### config.mk
export PLATFORM = sky130hd
export DESIGN_NAME = cascade_intc
export DESIGN_NICKNAME = d
export VERILOG_FILES = /design/src/rtl/intc_pkg.sv /design/src/rtl/intc_edge.sv /design/src/rtl/intc_resolver.sv /design/src/rtl/intc_unit.sv /design/src/rtl/intc_ack_seq.sv /design/src/rtl/cascade_intc.sv
export SDC_FILE = /design/constraint.sdc
export NUM_CORES = 1
export LEC_CHECK = 0
export BUFFER_PORTS_ARGS = -buffer_cell sky130_fd_sc_hd__buf_2
export CORE_MARGIN = 5
export CORE_UTILIZATION = 45
export CTS_CLUSTER_DIAMETER = 50
export CTS_CLUSTER_SIZE = 14
export DETAILED_ROUTE_END_ITERATION = 8
export GPL_TIMING_DRIVEN = 1
export PLACE_DENSITY = 0.66
export SYNTH_ARGS = -nofsm -noshare
export SYNTH_HDL_FRONTEND = slang
export SYNTH_HIERARCHICAL = 1
export SYNTH_SLANG_ARGS = --single-unit
### constraint.sdc
create_clock -name clk -period 4.8 [get_ports clk]
set_input_delay 0.72 -clock clk [delete_from_list [all_inputs] [get_ports clk]]
set_output_delay 0.72 -clock clk [all_outputs]
set_load 0.02 [all_outputs]
### src/rtl/intc_pkg.sv
package intc_pkg;
  parameter int UNIT_W = 8;
  parameter int VEC_W = 8;
  localparam int IDX_W = $clog2(UNIT_W);

  typedef logic [UNIT_W-1:0] vec_t;
  typedef logic [IDX_W-1:0]  idx_t;

  typedef enum logic [1:0] {
    SEL_PMASK = 2'd0,
    SEL_SMASK = 2'd1,
    SEL_PEOI  = 2'd2,
    SEL_SEOI  = 2'd3
  } cfg_sel_e;

  // Index of the lowest set bit (highest priority); 0 when empty.
  function automatic idx_t first_set(vec_t v);
    idx_t r = '0;
    for (int i = UNIT_W - 1; i >= 0; i--) begin
      if (v[i]) r = idx_t'(i);
    end
    return r;
  endfunction

  function automatic vec_t bit_of(idx_t i);
    return vec_t'(1) << i;
  endfunction

  // Candidate set beats the in-service set under fixed priority.
  function automatic logic outranks(vec_t cand, vec_t isr);
    if (cand == '0) return 1'b0;
    if (isr == '0) return 1'b1;
    return first_set(cand) < first_set(isr);
  endfunction

  function automatic logic [VEC_W-1:0] vector_for(logic [VEC_W-1:0] base, idx_t i);
    return base + VEC_W'(i);
  endfunction
endpackage

### src/rtl/intc_edge.sv
module intc_edge
  import intc_pkg::*;
#(
  parameter vec_t EDGE_EN = '1
) (
  input  logic clk,
  input  logic rst_n,
  input  vec_t d_i,
  output vec_t rise_o
);
  vec_t prev_q;

  always_ff @(posedge clk) begin
    if (!rst_n) prev_q <= '0;
    else        prev_q <= d_i;
  end

  for (genvar g = 0; g < UNIT_W; g++) begin : g_bit
    if (EDGE_EN[g]) begin : g_on
      assign rise_o[g] = d_i[g] & ~prev_q[g];
    end else begin : g_off
      assign rise_o[g] = 1'b0;
    end
  end
endmodule

### src/rtl/intc_resolver.sv
module intc_resolver
  import intc_pkg::*;
(
  input  vec_t cand_i,
  input  vec_t isr_i,
  output logic fire_o,
  output idx_t win_o
);
  assign win_o  = first_set(cand_i);
  assign fire_o = outranks(cand_i, isr_i);
endmodule

### src/rtl/intc_unit.sv
module intc_unit
  import intc_pkg::*;
#(
  parameter vec_t LVL_BITS = '0
) (
  input  logic clk,
  input  logic rst_n,
  input  vec_t req_i,
  input  vec_t lvl_i,
  input  logic mask_we_i,
  input  vec_t mask_d_i,
  input  logic eoi_i,
  input  logic take_i,
  output logic fire_o,
  output idx_t win_o,
  output vec_t isr_o,
  output vec_t mask_o
);
  vec_t irr_q, isr_q, mask_q;
  vec_t rise, cand, take_bit, eoi_bit;
  logic fire;
  idx_t win;

  intc_edge #(.EDGE_EN(~LVL_BITS)) u_edge (
    .clk    (clk),
    .rst_n  (rst_n),
    .d_i    (req_i),
    .rise_o (rise)
  );

  assign cand = (irr_q | (lvl_i & LVL_BITS)) & ~mask_q;

  intc_resolver u_res (
    .cand_i (cand),
    .isr_i  (isr_q),
    .fire_o (fire),
    .win_o  (win)
  );

  assign take_bit = (take_i && fire) ? bit_of(win) : '0;
  assign eoi_bit  = eoi_i ? (bit_of(first_set(isr_q)) & isr_q) : '0;

  always_ff @(posedge clk) begin
    if (!rst_n) begin
      irr_q  <= '0;
      isr_q  <= '0;
      mask_q <= '1;
    end else begin
      irr_q <= (irr_q & ~take_bit) | (rise & ~mask_q);
      isr_q <= (isr_q & ~eoi_bit) | take_bit;
      if (mask_we_i) mask_q <= mask_d_i;
    end
  end

  assign fire_o = fire;
  assign win_o  = win;
  assign isr_o  = isr_q;
  assign mask_o = mask_q;
endmodule

### src/rtl/intc_ack_seq.sv
module intc_ack_seq
  import intc_pkg::*;
(
  input  logic             clk,
  input  logic             rst_n,
  input  logic             ack_i,
  input  logic [VEC_W-1:0] vec_d_i,
  output logic             take_o,
  output logic             vec_valid_o,
  output logic [VEC_W-1:0] vec_o
);
  typedef enum logic {ACK_IDLE, ACK_HELD} ack_ph_e;
  ack_ph_e ph_q;
  logic [VEC_W-1:0] held_q;
  logic             vv_q;

  assign take_o = ack_i && (ph_q == ACK_IDLE);

  always_ff @(posedge clk) begin
    if (!rst_n) begin
      ph_q   <= ACK_IDLE;
      held_q <= '0;
      vv_q   <= 1'b0;
    end else begin
      vv_q <= 1'b0;
      if (ack_i) begin
        if (ph_q == ACK_IDLE) begin
          held_q <= vec_d_i;
          ph_q   <= ACK_HELD;
        end else begin
          vv_q <= 1'b1;
          ph_q <= ACK_IDLE;
        end
      end
    end
  end

  assign vec_valid_o = vv_q;
  assign vec_o       = vv_q ? held_q : '0;
endmodule

### src/rtl/cascade_intc.sv
module cascade_intc
  import intc_pkg::*;
#(
  parameter logic [VEC_W-1:0] P_BASE  = 8'h08,
  parameter logic [VEC_W-1:0] S_BASE  = 8'h70,
  parameter int               CASC_IN = 2
) (
  input  logic                  clk,
  input  logic                  rst_n,
  input  logic [2*UNIT_W-1:0]   irq_i,
  input  logic                  cfg_we_i,
  input  logic [1:0]            cfg_sel_i,
  input  logic [UNIT_W-1:0]     cfg_data_i,
  input  logic                  ack_i,
  output logic                  int_o,
  output logic                  vec_valid_o,
  output logic [VEC_W-1:0]      vec_o
);
  localparam vec_t CASC_BIT = vec_t'(1) << CASC_IN;
  localparam logic [VEC_W-1:0] SPURIOUS = P_BASE + VEC_W'(UNIT_W - 1);

  logic m_fire, s_fire, ack_take;
  idx_t m_win, s_win;
  vec_t m_isr, s_isr, m_mask, s_mask;
  logic m_eoi, s_eoi, m_mwe, s_mwe;
  logic [VEC_W-1:0] vec_d;

  assign m_mwe = cfg_we_i && (cfg_sel_i == SEL_PMASK);
  assign s_mwe = cfg_we_i && (cfg_sel_i == SEL_SMASK);
  assign m_eoi = cfg_we_i && (cfg_sel_i == SEL_PEOI);
  assign s_eoi = cfg_we_i && (cfg_sel_i == SEL_SEOI);

  intc_unit #(.LVL_BITS(CASC_BIT)) u_prim (
    .clk       (clk),
    .rst_n     (rst_n),
    .req_i     (irq_i[UNIT_W-1:0] & ~CASC_BIT),
    .lvl_i     (s_fire ? CASC_BIT : '0),
    .mask_we_i (m_mwe),
    .mask_d_i  (cfg_data_i),
    .eoi_i     (m_eoi),
    .take_i    (ack_take),
    .fire_o    (m_fire),
    .win_o     (m_win),
    .isr_o     (m_isr),
    .mask_o    (m_mask)
  );

  intc_unit #(.LVL_BITS('0)) u_sec (
    .clk       (clk),
    .rst_n     (rst_n),
    .req_i     (irq_i[2*UNIT_W-1:UNIT_W]),
    .lvl_i     ('0),
    .mask_we_i (s_mwe),
    .mask_d_i  (cfg_data_i),
    .eoi_i     (s_eoi),
    .take_i    (ack_take && m_fire && (m_win == idx_t'(CASC_IN))),
    .fire_o    (s_fire),
    .win_o     (s_win),
    .isr_o     (s_isr),
    .mask_o    (s_mask)
  );

  always_comb begin
    if (!m_fire)                          vec_d = SPURIOUS;
    else if (m_win == idx_t'(CASC_IN))    vec_d = vector_for(S_BASE, s_win);
    else                                  vec_d = vector_for(P_BASE, m_win);
  end

  intc_ack_seq u_ack (
    .clk         (clk),
    .rst_n       (rst_n),
    .ack_i       (ack_i),
    .vec_d_i     (vec_d),
    .take_o      (ack_take),
    .vec_valid_o (vec_valid_o),
    .vec_o       (vec_o)
  );

  assign int_o = m_fire;
endmodule

==> flow_summary_export.csv <==
group,metric,value,unit
power_and_ir_drop,powerDensity,276,nW/um^2
route,drc_errors,0,
timing,whs,0.452,ns
timing,slew_violations,0,
worst_setup_path,crit_fanout,5,
layout,multi_input_area,2030,sq um
layout,fin_util,0.562,
worst_setup_path,critPathCaptureType,"output port",
run_status,status,"finished clean",
grt,grt_start_max_net_pins,35,
worst_setup_path,cp.arrival,3.81,ns
layout,nets,467,
die,fp-row-count,31,
route,vias,2783,
logic_synthesis,synth_top_flop_cell,"dfxtp_1",
worst_setup_path,critical_path_required,4.08,ns
power_and_ir_drop,power,0.00114,W
die,fp.dieH,97.4,um
clocking,ctsHoldBuffers,0,
place,hpwl,5.38,mm
logic_synthesis,synth_common_cells,"dfxtp_1, nand2_1, nor2b_1",
logic_synthesis,ys_async_sr_fraction,0,
worst_setup_path,rrSetupSlack,0.32,ns
worst_setup_path,rr_startpoint,"u_sec/mask_o[7]",
worst_setup_path,r2r-end,"u_sec/irr_q[2]",
logic_synthesis,synth-edff-count,0,
clocking,clockBufferDepth,2,
die,top_level_ports,40,
flow_run,drv_cap,0,
clocking,clk_root_buffer_cell,"clkbuf_8",
power_and_ir_drop,ir_drop,0.000218,V
worst_hold_path,min_from,"u_ack/held_q[3]",
timing,relSlewSlack,0.506,
die,die_w,97.4,um
route,wl_per_cell,14.0,um
layout,seq_area,1460,sq um
timing,finClkSkew,0.0101,ns
clocking,clk_pin_slew_worst_paths,0.07,ns
worst_hold_path,hold_class,"register to register",
worst_setup_path,reg2regPathDepth,20,
timing,setup_viol,0,
timing,finalCriticalPeriod,4.53,ns
worst_setup_path,cp-start-kind,"register",
logic_synthesis,synthTopCellsByArea,"dfxtp_1, mux2i_1, nor2b_1, nand2_1, and2_1",
grt,grt_pass1_vias,2615,
place,io_buffers,38,
timing,min_period_over_period,0.944,
logic_synthesis,yosysWarningCount,6,
route,first_iter_violations,92,
logic_synthesis,netlist-cell-type-count,46,
die,start_util,0.469,
place,gp_congestion,0.746,
clocking,cts_tree,"done",
clocking,clock_latency,0.34,ns
layout,n_fill_cell,667,
die,core,7330,sq um
logic_synthesis,ys_seq_elements,73,
logic_synthesis,yosysTopAreaCellShare,0.425,
clocking,cts-buffers-inserted,9,
grt,track_usage,0.162,
timing,max_freq,0.221,GHz
layout,layout-area-overhead-vs-synth,19.8,%
route,drt_pre_antenna_iters,4,
grt,gr-total-overflow,0,
timing,tns,0,ns
logic_synthesis,syn_avg_cell_area,8.97,sq um
power_and_ir_drop,p_leak,1.60,nW
route,ant_nets,0,
logic_synthesis,syn_area,3440,sq um
logic_synthesis,seq_area_frac_synth,0.425,
die,dieArea,9490,sq um
worst_hold_path,whs_endpoint,"u_ack/held_q[3]",
place,postPlaceCellArea,3860,sq um
route,wl,7.49,mm
layout,drive_gt1_frac,0.235,
logic_synthesis,synth_cells,383,
worst_setup_path,crit_type,"register to output port",
timing,hold_viol_final,0,
timing,tightest_slew,0.735,ns
layout,final_area,4120,sq um
logic_synthesis,synth.most_common_cell,"dfxtp_1",
grt,grt_pass1_wl,12.5,mm
clocking,htree_levels,3,
logic_synthesis,synth_nets,417,
layout,diodes,0,
logic_synthesis,synth_top_cell_by_area,"dfxtp_1",
grt,antenna_found_initial,0,
clocking,cts.sinks,73,
worst_hold_path,hold_depth,2,
route,vias_per_cell,5.18,
==> power breakdown <==
part	internal (W)	switching (W)	leakage, nW
Combinational	0.0000379	0.0000415	0.915
Clock	0.000200	0.000223	0.0891
Sequential	0.000625	0.0000101	0.596
==> cells by family after synthesis <==
logic type	after synthesis	share of synthesized area
mux	24	0.0699
flops	73	0.425
buf+inv	21	0.0295
other cells	2	0.00219
fa+ha+maj	4	0.0146
simple gates	184	0.311
compound gates	75	0.148
==> metal layers <==
layer	share of wire	GRT usage	vias up
li1	-	-	1436
met1	0.50	0.220	1278
met3	0.053	0.0424	8
met2	0.43	0.245	61
met4	0.013	0.0607	0
met5	0	0	-
==> worst max-delay path by stage <==
stage	startpoint	end	cells after the start
after floorplan	u_sec/irr_q[2]	u_sec/irr_q[2]	18
after global placement	u_sec/irr_q[6]	u_sec/irr_q[2]	20
after detailed placement	u_sec/irr_q[6]	u_sec/irr_q[2]	20
after CTS	u_sec/irr_q[6]	int_o	17
after global routing	u_sec/mask_o[7]	int_o	17
final	u_sec/mask_o[7]	int_o	17
==> critical path, cell delays in order, from the launching register on <==
cell	delay [ns]
dfxtp_1	0.35
nor2b_4	0.17
nor2_1	0.08
nor3_2	0.16
nor3_1	0.07
nor3_2	0.25
ha_1	0.27
and3_1	0.16
a222oi_1	0.36
nor2_1	0.10
nor2_2	0.21
nor4_2	0.07
nor2b_4	0.16
ha_4	0.24
a21o_1	0.17
a222oi_1	0.32
buf_4	0.20
buf_4	0.14
==> registers in the layout, indices dropped and copies added (netlist names) <==
register,flops
u_ack/held_q,8
u_ack/ph_q,1
u_ack/vec_valid_o,1
u_prim/irr_q,8
u_prim/isr_o,8
u_prim/mask_o,8
u_prim/u_edge/prev_q,7
u_sec/irr_q,8
u_sec/isr_o,8
u_sec/mask_o,8
u_sec/u_edge/prev_q,8
==> per-stage QoR <==
step / std cells / worst slack, ns
2_1_floorplan: 383 / -0.259
3_3_place_gp: 517 / 0.211
3_5_place_dp: 517 / 0.194
4_1_cts: 533 / 0.0768
5_1_grt: 537 / -0.0101
6_report: 537 / 0.270
==> layout by cell type (no fill, tap or decap), types with 3 or more instances in the layout <==
| cell type | netlist | final |
|---|---|---|
| and2_1 | 24 | 23 |
| o21a_1 | 7 | 7 |
| clkbuf_8 | 0 | 10 |
| nand3b_1 | 6 | 6 |
| clkinv_2 | 0 | 3 |
| buf_2 | 0 | 37 |
| inv_1 | 7 | 7 |
| nand2b_1 | 20 | 20 |
| nand2_1 | 41 | 41 |
| a21oi_1 | 18 | 18 |
| and3_1 | 3 | 3 |
| o21ai_0 | 10 | 10 |
| o21ai_1 | 7 | 7 |
| nor4_1 | 6 | 3 |
| nand3_1 | 4 | 3 |
| nor2b_1 | 36 | 28 |
| a2bb2oi_1 | 4 | 4 |
| nor2b_2 | 0 | 3 |
| mux2i_1 | 24 | 24 |
| nor4_4 | 2 | 3 |
| buf_4 | 2 | 14 |
| nor3b_1 | 3 | 3 |
| o31ai_1 | 7 | 7 |
| nor3_1 | 10 | 5 |
| nor2_1 | 17 | 16 |
| nor2b_4 | 1 | 6 |
| dfxtp_1 | 73 | 71 |
| nor3_2 | 0 | 5 |
==> what timing repair did <==
action	in CTS	in global routing
setup buffers	0	4
endpoints found under the setup margin	0	11
gates resized for setup	0	11
==> cell type report <==
| class | count | area share |
|---|---|---|
| repair buffers | 51 | 0.0705 |
| inverters | 9 | 0.00820 |
| well taps | 99 | 0.0301 |
| clock buffers | 11 | 0.0343 |
| flip-flops and latches | 73 | 0.356 |
| clock inverters | 5 | 0.00760 |
| multi-input cells | 289 | 0.494 |
No activity file was read; power rests on OpenSTA's default activity.
